$ cat src/rtl/stack_flow_pkg.sv
package stack_flow_pkg;

    localparam logic [7:0] GROUP_HI  = 8'h0F;
    localparam int         REG_IDX_W = 4;
    localparam logic [3:0] LINK_REG  = 4'hF;
    localparam logic [3:0] FULL_ARG  = 4'hF;

    typedef enum logic [3:0] {
        SUB_PUSH = 4'h0,
        SUB_POP  = 4'h1,
        SUB_RETI = 4'hB,
        SUB_FSR  = 4'hC,
        SUB_JMP  = 4'hD,
        SUB_CALL = 4'hE,
        SUB_RET  = 4'hF
    } sub_op_e;

    typedef enum logic [2:0] {
        OP_NONE,
        OP_PUSH,
        OP_POP,
        OP_FSR,
        OP_JMP,
        OP_CALL,
        OP_RET,
        OP_RETI
    } op_kind_e;

    typedef enum logic {
        ST_IDLE,
        ST_POP_CAP
    } seq_state_e;

endpackage

$ cat src/rtl/stack_flow_decode.sv
module stack_flow_decode
    import stack_flow_pkg::*;
(
    input  logic [15:0]          instr,
    output op_kind_e             op,
    output logic [REG_IDX_W-1:0] reg_idx
);

    logic [7:0] hi_byte;
    logic [3:0] sub;

    assign hi_byte = instr[15:8];
    assign sub     = instr[7:4];
    assign reg_idx = instr[3:0];

    always_comb begin
        op = OP_NONE;
        if (hi_byte == GROUP_HI) begin
            unique case (sub)
                SUB_PUSH: op = OP_PUSH;
                SUB_POP:  op = OP_POP;
                SUB_FSR:  op = OP_FSR;
                SUB_JMP:  op = OP_JMP;
                SUB_CALL: op = OP_CALL;
                SUB_RET:  op = (instr[3:0] == FULL_ARG) ? OP_RET  : OP_NONE;
                SUB_RETI: op = (instr[3:0] == FULL_ARG) ? OP_RETI : OP_NONE;
                default:  op = OP_NONE;
            endcase
        end
    end

endmodule

$ cat src/rtl/stack_flow_seq.sv
module stack_flow_seq
    import stack_flow_pkg::*;
(
    input  logic                 clk,
    input  logic                 rst_n,
    input  op_kind_e             op_in,
    input  logic [REG_IDX_W-1:0] idx_in,
    output op_kind_e             op_act,
    output logic                 stall,
    output logic                 cap,
    output logic [REG_IDX_W-1:0] cap_idx
);

    seq_state_e state_q, state_d;
    logic [REG_IDX_W-1:0] idx_q;

    always_comb begin
        state_d = state_q;
        unique case (state_q)
            ST_IDLE:    if (op_in == OP_POP) state_d = ST_POP_CAP;
            ST_POP_CAP: state_d = ST_IDLE;
            default:    state_d = ST_IDLE;
        endcase
    end

    always_ff @(posedge clk) begin
        if (!rst_n) begin
            state_q <= ST_IDLE;
            idx_q   <= '0;
        end else begin
            state_q <= state_d;
            if (state_q == ST_IDLE && op_in == OP_POP)
                idx_q <= idx_in;
        end
    end

    always_comb begin
        op_act  = OP_NONE;
        stall   = 1'b0;
        cap     = 1'b0;
        cap_idx = idx_q;
        unique case (state_q)
            ST_IDLE: begin
                op_act = op_in;
                stall  = (op_in == OP_POP);
            end
            ST_POP_CAP: begin
                cap = 1'b1;
            end
            default: ;
        endcase
    end

    p_stall_single_r4: assert property (@(posedge clk) disable iff (!rst_n)
        stall |=> !stall);
    p_cap_follows_r4: assert property (@(posedge clk) disable iff (!rst_n)
        stall |=> cap);

endmodule

$ cat src/rtl/stack_flow_sp.sv
module stack_flow_sp #(
    parameter int SP_W = 8
) (
    input  logic            clk,
    input  logic            rst_n,
    input  logic            push,
    input  logic            pop,
    output logic [SP_W-1:0] sp,
    output logic [SP_W-1:0] addr
);

    localparam logic [SP_W-1:0] ONE = SP_W'(1);

    logic [SP_W-1:0] sp_q;
    logic [SP_W-1:0] sp_dec;

    assign sp_dec = sp_q - ONE;
    assign sp     = sp_q;
    assign addr   = pop ? sp_dec : sp_q;

    always_ff @(posedge clk) begin
        if (!rst_n)
            sp_q <= '0;
        else if (push)
            sp_q <= sp_q + ONE;
        else if (pop)
            sp_q <= sp_dec;
    end

    p_push_step_r3: assert property (@(posedge clk) disable iff (!rst_n)
        push |=> sp == $past(sp) + ONE);
    p_pop_step_r10: assert property (@(posedge clk) disable iff (!rst_n)
        pop |=> sp == $past(sp) - ONE);
    p_sp_quiet_r2: assert property (@(posedge clk) disable iff (!rst_n)
        (!push && !pop) |=> $stable(sp));

endmodule

$ cat src/rtl/stack_flow_pcsel.sv
module stack_flow_pcsel
    import stack_flow_pkg::*;
#(
    parameter int PC_W   = 16,
    parameter int DATA_W = 16
) (
    input  op_kind_e          op,
    input  logic              hold,
    input  logic [PC_W-1:0]   pc,
    input  logic [DATA_W-1:0] r1_data,
    input  logic [DATA_W-1:0] r15_data,
    input  logic [PC_W-1:0]   iret,
    output logic [PC_W-1:0]   next_pc,
    output logic [DATA_W-1:0] link
);

    logic [PC_W-1:0] pc_inc;

    assign pc_inc = pc + PC_W'(1);
    assign link   = DATA_W'(pc_inc);

    always_comb begin
        next_pc = pc_inc;
        if (hold) begin
            next_pc = pc;
        end else begin
            unique case (op)
                OP_JMP, OP_CALL: next_pc = PC_W'(r1_data);
                OP_RET:          next_pc = PC_W'(r15_data);
                OP_RETI:         next_pc = iret;
                default:         next_pc = pc_inc;
            endcase
        end
    end

endmodule

$ cat src/rtl/stack_flow_unit.sv
module stack_flow_unit
    import stack_flow_pkg::*;
#(
    parameter int PC_W   = 16,
    parameter int DATA_W = 16,
    parameter int SP_W   = 8
) (
    input  logic              clk,
    input  logic              rst_n,
    input  logic [15:0]       instr,
    input  logic [PC_W-1:0]   pc,
    input  logic [DATA_W-1:0] r1_data,
    input  logic [DATA_W-1:0] r15_data,
    input  logic [DATA_W-1:0] status_in,
    input  logic              irq_save,
    input  logic [PC_W-1:0]   irq_pc,
    output logic [PC_W-1:0]   next_pc,
    output logic              stall,
    output logic              rf_we,
    output logic [3:0]        rf_waddr,
    output logic [DATA_W-1:0] rf_wdata,
    output logic              zflag_we,
    output logic              zflag_val,
    output logic              mem_we,
    output logic              mem_re,
    output logic [SP_W-1:0]   mem_addr,
    output logic [DATA_W-1:0] mem_wdata,
    input  logic [DATA_W-1:0] mem_rdata,
    output logic [SP_W-1:0]   sp
);

    op_kind_e             op_dec, op_act;
    logic [REG_IDX_W-1:0] idx_dec, cap_idx;
    logic                 cap;
    logic [PC_W-1:0]      iret_q;
    logic [DATA_W-1:0]    link;

    stack_flow_decode u_dec (
        .instr   (instr),
        .op      (op_dec),
        .reg_idx (idx_dec)
    );

    stack_flow_seq u_seq (
        .clk     (clk),
        .rst_n   (rst_n),
        .op_in   (op_dec),
        .idx_in  (idx_dec),
        .op_act  (op_act),
        .stall   (stall),
        .cap     (cap),
        .cap_idx (cap_idx)
    );

    assign mem_we    = (op_act == OP_PUSH);
    assign mem_re    = (op_act == OP_POP);
    assign mem_wdata = r1_data;

    stack_flow_sp #(.SP_W(SP_W)) u_sp (
        .clk   (clk),
        .rst_n (rst_n),
        .push  (mem_we),
        .pop   (mem_re),
        .sp    (sp),
        .addr  (mem_addr)
    );

    stack_flow_pcsel #(.PC_W(PC_W), .DATA_W(DATA_W)) u_pc (
        .op       (op_act),
        .hold     (stall),
        .pc       (pc),
        .r1_data  (r1_data),
        .r15_data (r15_data),
        .iret     (iret_q),
        .next_pc  (next_pc),
        .link     (link)
    );

    always_ff @(posedge clk) begin
        if (!rst_n)
            iret_q <= '0;
        else if (irq_save)
            iret_q <= irq_pc;
    end

    always_comb begin
        rf_we    = 1'b0;
        rf_waddr = idx_dec;
        rf_wdata = status_in;
        if (cap) begin
            rf_we    = 1'b1;
            rf_waddr = cap_idx;
            rf_wdata = mem_rdata;
        end else if (op_act == OP_FSR) begin
            rf_we    = 1'b1;
        end else if (op_act == OP_CALL) begin
            rf_we    = 1'b1;
            rf_waddr = LINK_REG;
            rf_wdata = link;
        end
    end

    assign zflag_we  = cap;
    assign zflag_val = (mem_rdata == '0);

    p_mem_excl_r2: assert property (@(posedge clk) disable iff (!rst_n)
        !(mem_we && mem_re));
    p_stall_hold_r4: assert property (@(posedge clk) disable iff (!rst_n)
        stall |-> (next_pc == pc && !rf_we));
    p_iret_load_r9: assert property (@(posedge clk) disable iff (!rst_n)
        irq_save |=> iret_q == $past(irq_pc));
    p_zflag_pop_r4: assert property (@(posedge clk) disable iff (!rst_n)
        zflag_we |-> (rf_we && $past(mem_re)));

endmodule

$ cat config.mk
export PLATFORM = sky130hd
export DESIGN_NAME = stack_flow_unit
export DESIGN_NICKNAME = d
export VERILOG_FILES = /design/src/rtl/stack_flow_pkg.sv /design/src/rtl/stack_flow_decode.sv /design/src/rtl/stack_flow_seq.sv /design/src/rtl/stack_flow_sp.sv /design/src/rtl/stack_flow_pcsel.sv /design/src/rtl/stack_flow_unit.sv
export SDC_FILE = /design/constraint.sdc
export NUM_CORES = 1
export LEC_CHECK = 0
export ABC_AREA = 1
export BUFFER_PORTS_ARGS = -buffer_cell sky130_fd_sc_hd__buf_4
export CORE_UTILIZATION = 46
export DETAILED_ROUTE_END_ITERATION = 12
export PLACE_DENSITY_LB_ADDON = 0.15
export SLEW_MARGIN = 30
export SYNTH_ARGS = -nofsm -noshare
export SYNTH_HDL_FRONTEND = slang
export SYNTH_SLANG_ARGS = --single-unit
$ cat constraint.sdc
create_clock -name clk -period 2 [get_ports clk]
set_input_delay 0.1 -clock clk [delete_from_list [all_inputs] [get_ports clk]]
set_output_delay 0.1 -clock clk [all_outputs]
set_load 0.02 [all_outputs]
Word level (Yosys, flattened, before mapping)

Index checks and enable logic that the tools add are counted.

Bits in registers: 29
Bits of input ports: 115
Output and inout port bits: 74
Logic and storage cells: 50

Reductions and logical operators: 4
Add/sub/neg operators: 3
Bitwise gates (word level): 1
Mux-type cells: 22
Equality and inequality tests: 16

Operators by type and width:

| operator                                                           | number |
|---|---|
| 16-bit two-way mux                                                 | 4 |
| 16-bit case mux with 3 select lines                                | 1 |
| 4-bit == test, second input constant                               | 6 |
| 3-bit case mux with 7 select lines                                 | 1 |
| 16-bit by 1-bit adder with 16-bit output, second input constant    | 1 |
| 16-bit zero test                                                   | 1 |
| 8-bit two-way mux                                                  | 2 |
| 3-bit == test, second input constant                               | 4 |
| 3-bit two-way mux                                                  | 4 |
| 4-bit two-way mux                                                  | 3 |
| 3-bit by 2-bit == test with 1-bit output, second input constant    | 3 |
| 8-bit by 1-bit adder with 8-bit output, second input constant      | 1 |
| 8-bit by 4-bit == test with 1-bit output, second input constant    | 1 |
| 8-bit by 1-bit subtractor with 8-bit output, second input constant | 1 |
| 1-bit two-way mux                                                  | 6 |
| 4-bit by 1-bit == test with 1-bit output, second input constant    | 1 |
| 4-bit zero test                                                    | 1 |
| 3-bit by 1-bit == test with 1-bit output, second input constant    | 1 |
| 1-bit case mux with 2 select lines                                 | 1 |
| 2-bit OR reduction                                                 | 1 |
| 1-bit logical AND                                                  | 1 |
| 1-bit NOT                                                          | 1 |

Longest topological paths before layout

Depth after elaboration: 9
Mapped depth: 15

Hierarchy

Synthesis repeated with hierarchy kept, for this count alone.

Cells, all modules: 658
Area total of the unflattened synthesis: 3513.4 um^2

By module, submodules not included:

| module            | seq. area each (um^2) | cells each | times used | area an instance (um^2) |
|---|---|---|---|---|
| stack_flow_unit   | 320.3                 | 238        | 1          | 1368.8 |
| stack_flow_pcsel  | 0.0                   | 245        | 1          | 1122.3 |
| stack_flow_sp     | 160.2                 | 98         | 1          | 598.1 |
| stack_flow_seq    | 100.1                 | 36         | 1          | 241.5 |
| stack_flow_decode | 0.0                   | 41         | 1          | 182.7 |

Least setup slack after synthesis

Ideal clock, no wire load.

Path type: register -> output
Start point: reg u_seq.state_q
End point: out rf_wdata[10]
Path slack: 0.246 ns
Path buffers: 1
Arrival time: 1.654 ns
Cell stages (with the launch flop): 8
Path through: dfxtp_1 > clkbuf_1 > inv_2 > nand2_2 > inv_2 > nand2_2 > nor2_1 > nor3_1

Longest elaborated chain between the ends: 5
Elaborated cells between the ends (all ways): 7
Those cells by class: eq/ne (2); mux (5)

RTL lines:

| element                  | line                  | source |
|---|---|---|
| start: declaration       | stack_flow_seq.sv:14  | `seq_state_e state_q, state_d;` |
| start signal: assignment | stack_flow_seq.sv:31  | `state_q <= state_d;` |
| 3-bit two-way mux        | stack_flow_seq.sv:42  | `unique case (state_q)` |
| 3-bit == test            | stack_flow_unit.sv:96 | `end else if (op_act == OP_CALL) begin` |
| 16-bit two-way mux       | stack_flow_unit.sv:96 |  |
| 16-bit two-way mux       | stack_flow_unit.sv:94 | `end else if (op_act == OP_FSR) begin` |
| 16-bit two-way mux *     | stack_flow_unit.sv:90 | `if (cap) begin` |
| end: declaration         | stack_flow_unit.sv:21 | `output logic [DATA_W-1:0] rf_wdata,` |

Mark *: on every way between the ends. The rest lies on a longest branch, timed or not.

Final worst setup path

Start point: reg u_seq.state_q
End point: out rf_wdata[0]

The elaborated chain is that of the path after synthesis.

==> metrics <==
min cycle time layout approximately 1900 ps; Synth top area share 19.6%; Post-synth EDFFs 0; Slowest-stage cell, CP dfxtp_1; Worst Path Buf+Inv 3; Critical Path End Type primary output; critical path type reg -> out; Critical Path AT between 1500 and 2000 ps; maxcap violations 0; port bufs 188; CP delay by family, top simple AND/OR/NAND/NOR gates; # DRC 0; Fin Clk Skew roughly 3.1 ps; CTS Sinks 29; Hold WS 34.6 ps; fin. max-slew vios 0; register share of total power 35.6%; combinational fraction of design power 36.5%; vias 4546; Tcrit/Tclk final 95.3%; Tot GR Track Use 29.4%; most numerous cell in the Yosys netlist nand2_1; Hold WC Path Type in -> reg; CP startpoint kind flop; Iteration-0 DRC Markers 210; delay of the slowest cell on the worst path about 340 ps; Final Util 68.8%; CTS tree built; Ports 189; RePlAce Congestion 0.905; Post-Syn Instances 626; Slew headroom 66.0%; placed wire-length estimate 9840 microns; first-pass GRT wire length roughly 18000 microns; core area 0.00729 sq mm; CTS buffer count 5; Layout area overhead 43.2%; sw frac 34.0%; Clock transition at path regs around 70 ps; fraction of layout cells with a size suffix above 1 33.7%; DR vias/cell approximately 5; hold bufs inserted after CTS 0; P_leak 2.67 nW; register area 581 sq um; Critical Path Fanout Max 16; Post-DRT Antenna Nets 0; Clock Power Share 27.9%; H-Tree Depth 2; initial antenna violation count 0; total global routing overflow 0; Area contributors post-synth nand2_1, dfxtp_1, nor2_1; starting density of the core approximately 48%; post-route cell area 0.00501 sq mm; CP required 1900 ps; register area share after synthesis 16.6%; root buf cell clkbuf_8; Layout fillers 716; vias in the first global route 4036; row count 31; largest net degree at the start of global routing 25; Inserted Diodes 0; flops & latches, synth 29; die width roughly 89 microns; Post-synth top cells nand2_1, nor2_1, inv_1; Synthesized Nets 744; Synth Flop Type dfxtp_1; Die ar. approximately 0.008 sq mm; total iterations of the first detailed-routing run 5; setup repair after global routing missed its margin true; Cell Area, Synth 0.00350 sq mm; clock latency on the worst-skew pair 280 ps; multi-input logic area 0.00241 sq mm; placement-stage cell area 0.00486 sq mm; Final setup violation count 0; die boundary height 89.3 microns; async set-reset flop share out of synthesis 0%; WL per Instance between 10 and 15 microns; setup tns final 0 ps; measured slew at the worst slew-check pin 509 ps; VDD IR max 352 uV; WL final 11900 microns; Sw Pwr 0.586 mW; final hold vios 0; # nets final 910; cell taking the most area after synthesis nand2_1; Post-CTS Setup Bufs 0; Synth warnings 0; CP Cell Sequence buf_6 -> nor2_2 -> nand2_1 -> nor2_2 -> nand2_2 -> nand2_4 -> inv_6 -> nand2_1 -> nand3_1 -> buf_4; Pwr per Cell Area 344 mW/mm^2; Cell variety after synth 29; Post-Syn Area per Cell 5.59 sq um; run status completed; maximum operating frequency 0.525 GHz; clk buf depth 2; internal power 1.14 mW
==> worst min-delay path, stage by stage <==
cell and delay, ps:
buf_4 80, nor2_1 30, nor2_1 80
==> path summary, 6_finish.rpt <==
path                 endpoint  cells after the start  slack (ps)             start
max               rf_wdata[0]                     10          90     u_seq.state_q
min                iret_q[10]                      3          30        irq_pc[10]
max reg2reg        u_sp.sp[7]                      6         450        u_sp.sp[2]
min reg2reg  u_seq.cap_idx[0]                      2         450  u_seq.cap_idx[0]
==> cells by family after synthesis <==
kind of cell	share of synthesized area (%)
AO/OA/AOI/OAI	7.97
XOR/XNOR	6.00
adder cells (fa/ha/maj)	1.07
buffers and inverters	15.8
flip-flops	16.6
AND/OR/NAND/NOR	52.6
==> stage by stage <==
| step | cells | power [mW] | worst slack, ps |
|---|---|---|---|
| after floorplan | 626 | 0.920 | 246 |
| after global placement | 884 | 1.23 | 184 |
| after detailed placement | 884 | 1.24 | 88.9 |
| after CTS | 892 | 1.72 | 5.58 |
| after global routing | 892 | 1.82 | -1.92 |
| final | 892 | 1.72 | 94.5 |
==> registers in the layout (all words and copies together), names as in the netlist <==
register	cells
iret_q	16
u_seq.cap_idx	4
u_seq.state_q	1
u_sp.sp	8
==> what timing repair did <==
action,in CTS,in global routing
cloned,0,0
resized for setup,6,13
setup endpoints to repair,20,26
pin swaps,0,1
==> cell usage in the layout, fill, tap and decap left out, types with 4 or more instances in the layout <==
cell type | netlist | layout
nor2_2 | 3 | 7
o21ai_0 | 36 | 36
inv_1 | 63 | 63
nand2_1 | 183 | 183
nand3_1 | 26 | 25
nor3_1 | 8 | 8
xnor2_1 | 5 | 5
buf_4 | 19 | 195
nor4_1 | 4 | 4
nand4_1 | 40 | 40
nor2_1 | 93 | 89
inv_2 | 15 | 10
nand2_2 | 17 | 15
xor2_1 | 19 | 19
nand3_2 | 13 | 13
clkbuf_8 | 0 | 5
a21oi_1 | 10 | 10
nor2_4 | 4 | 4
o21ai_1 | 8 | 8
dfxtp_1 | 29 | 29
==> power groups by stage <==
stage	Combinational, mW	Clock [mW]	Sequential [mW]
after floorplan	0.299	0	0.620
after global placement	0.610	0	0.625
after detailed placement	0.617	0	0.626
after CTS	0.620	0.488	0.612
after global routing	0.686	0.521	0.615
final	0.630	0.481	0.613
==> metal layers <==
layer  share of wire (%)  track usage [%]
met1                  41             36.0
met2                  48             50.9
met3                 7.9             5.26
met4                 3.2             11.7
met5                   0                0
==> layout make-up <==
type	count	share of cell area [%]
multi-input cells	478	48.1
repair buffers	197	29.6
flip-flops and latches	29	11.6
well taps	99	2.47
clock buffers	5	1.37
clock inverters	3	0.349
inverters	81	6.49
No activity file was read; power rests on OpenSTA's default activity.
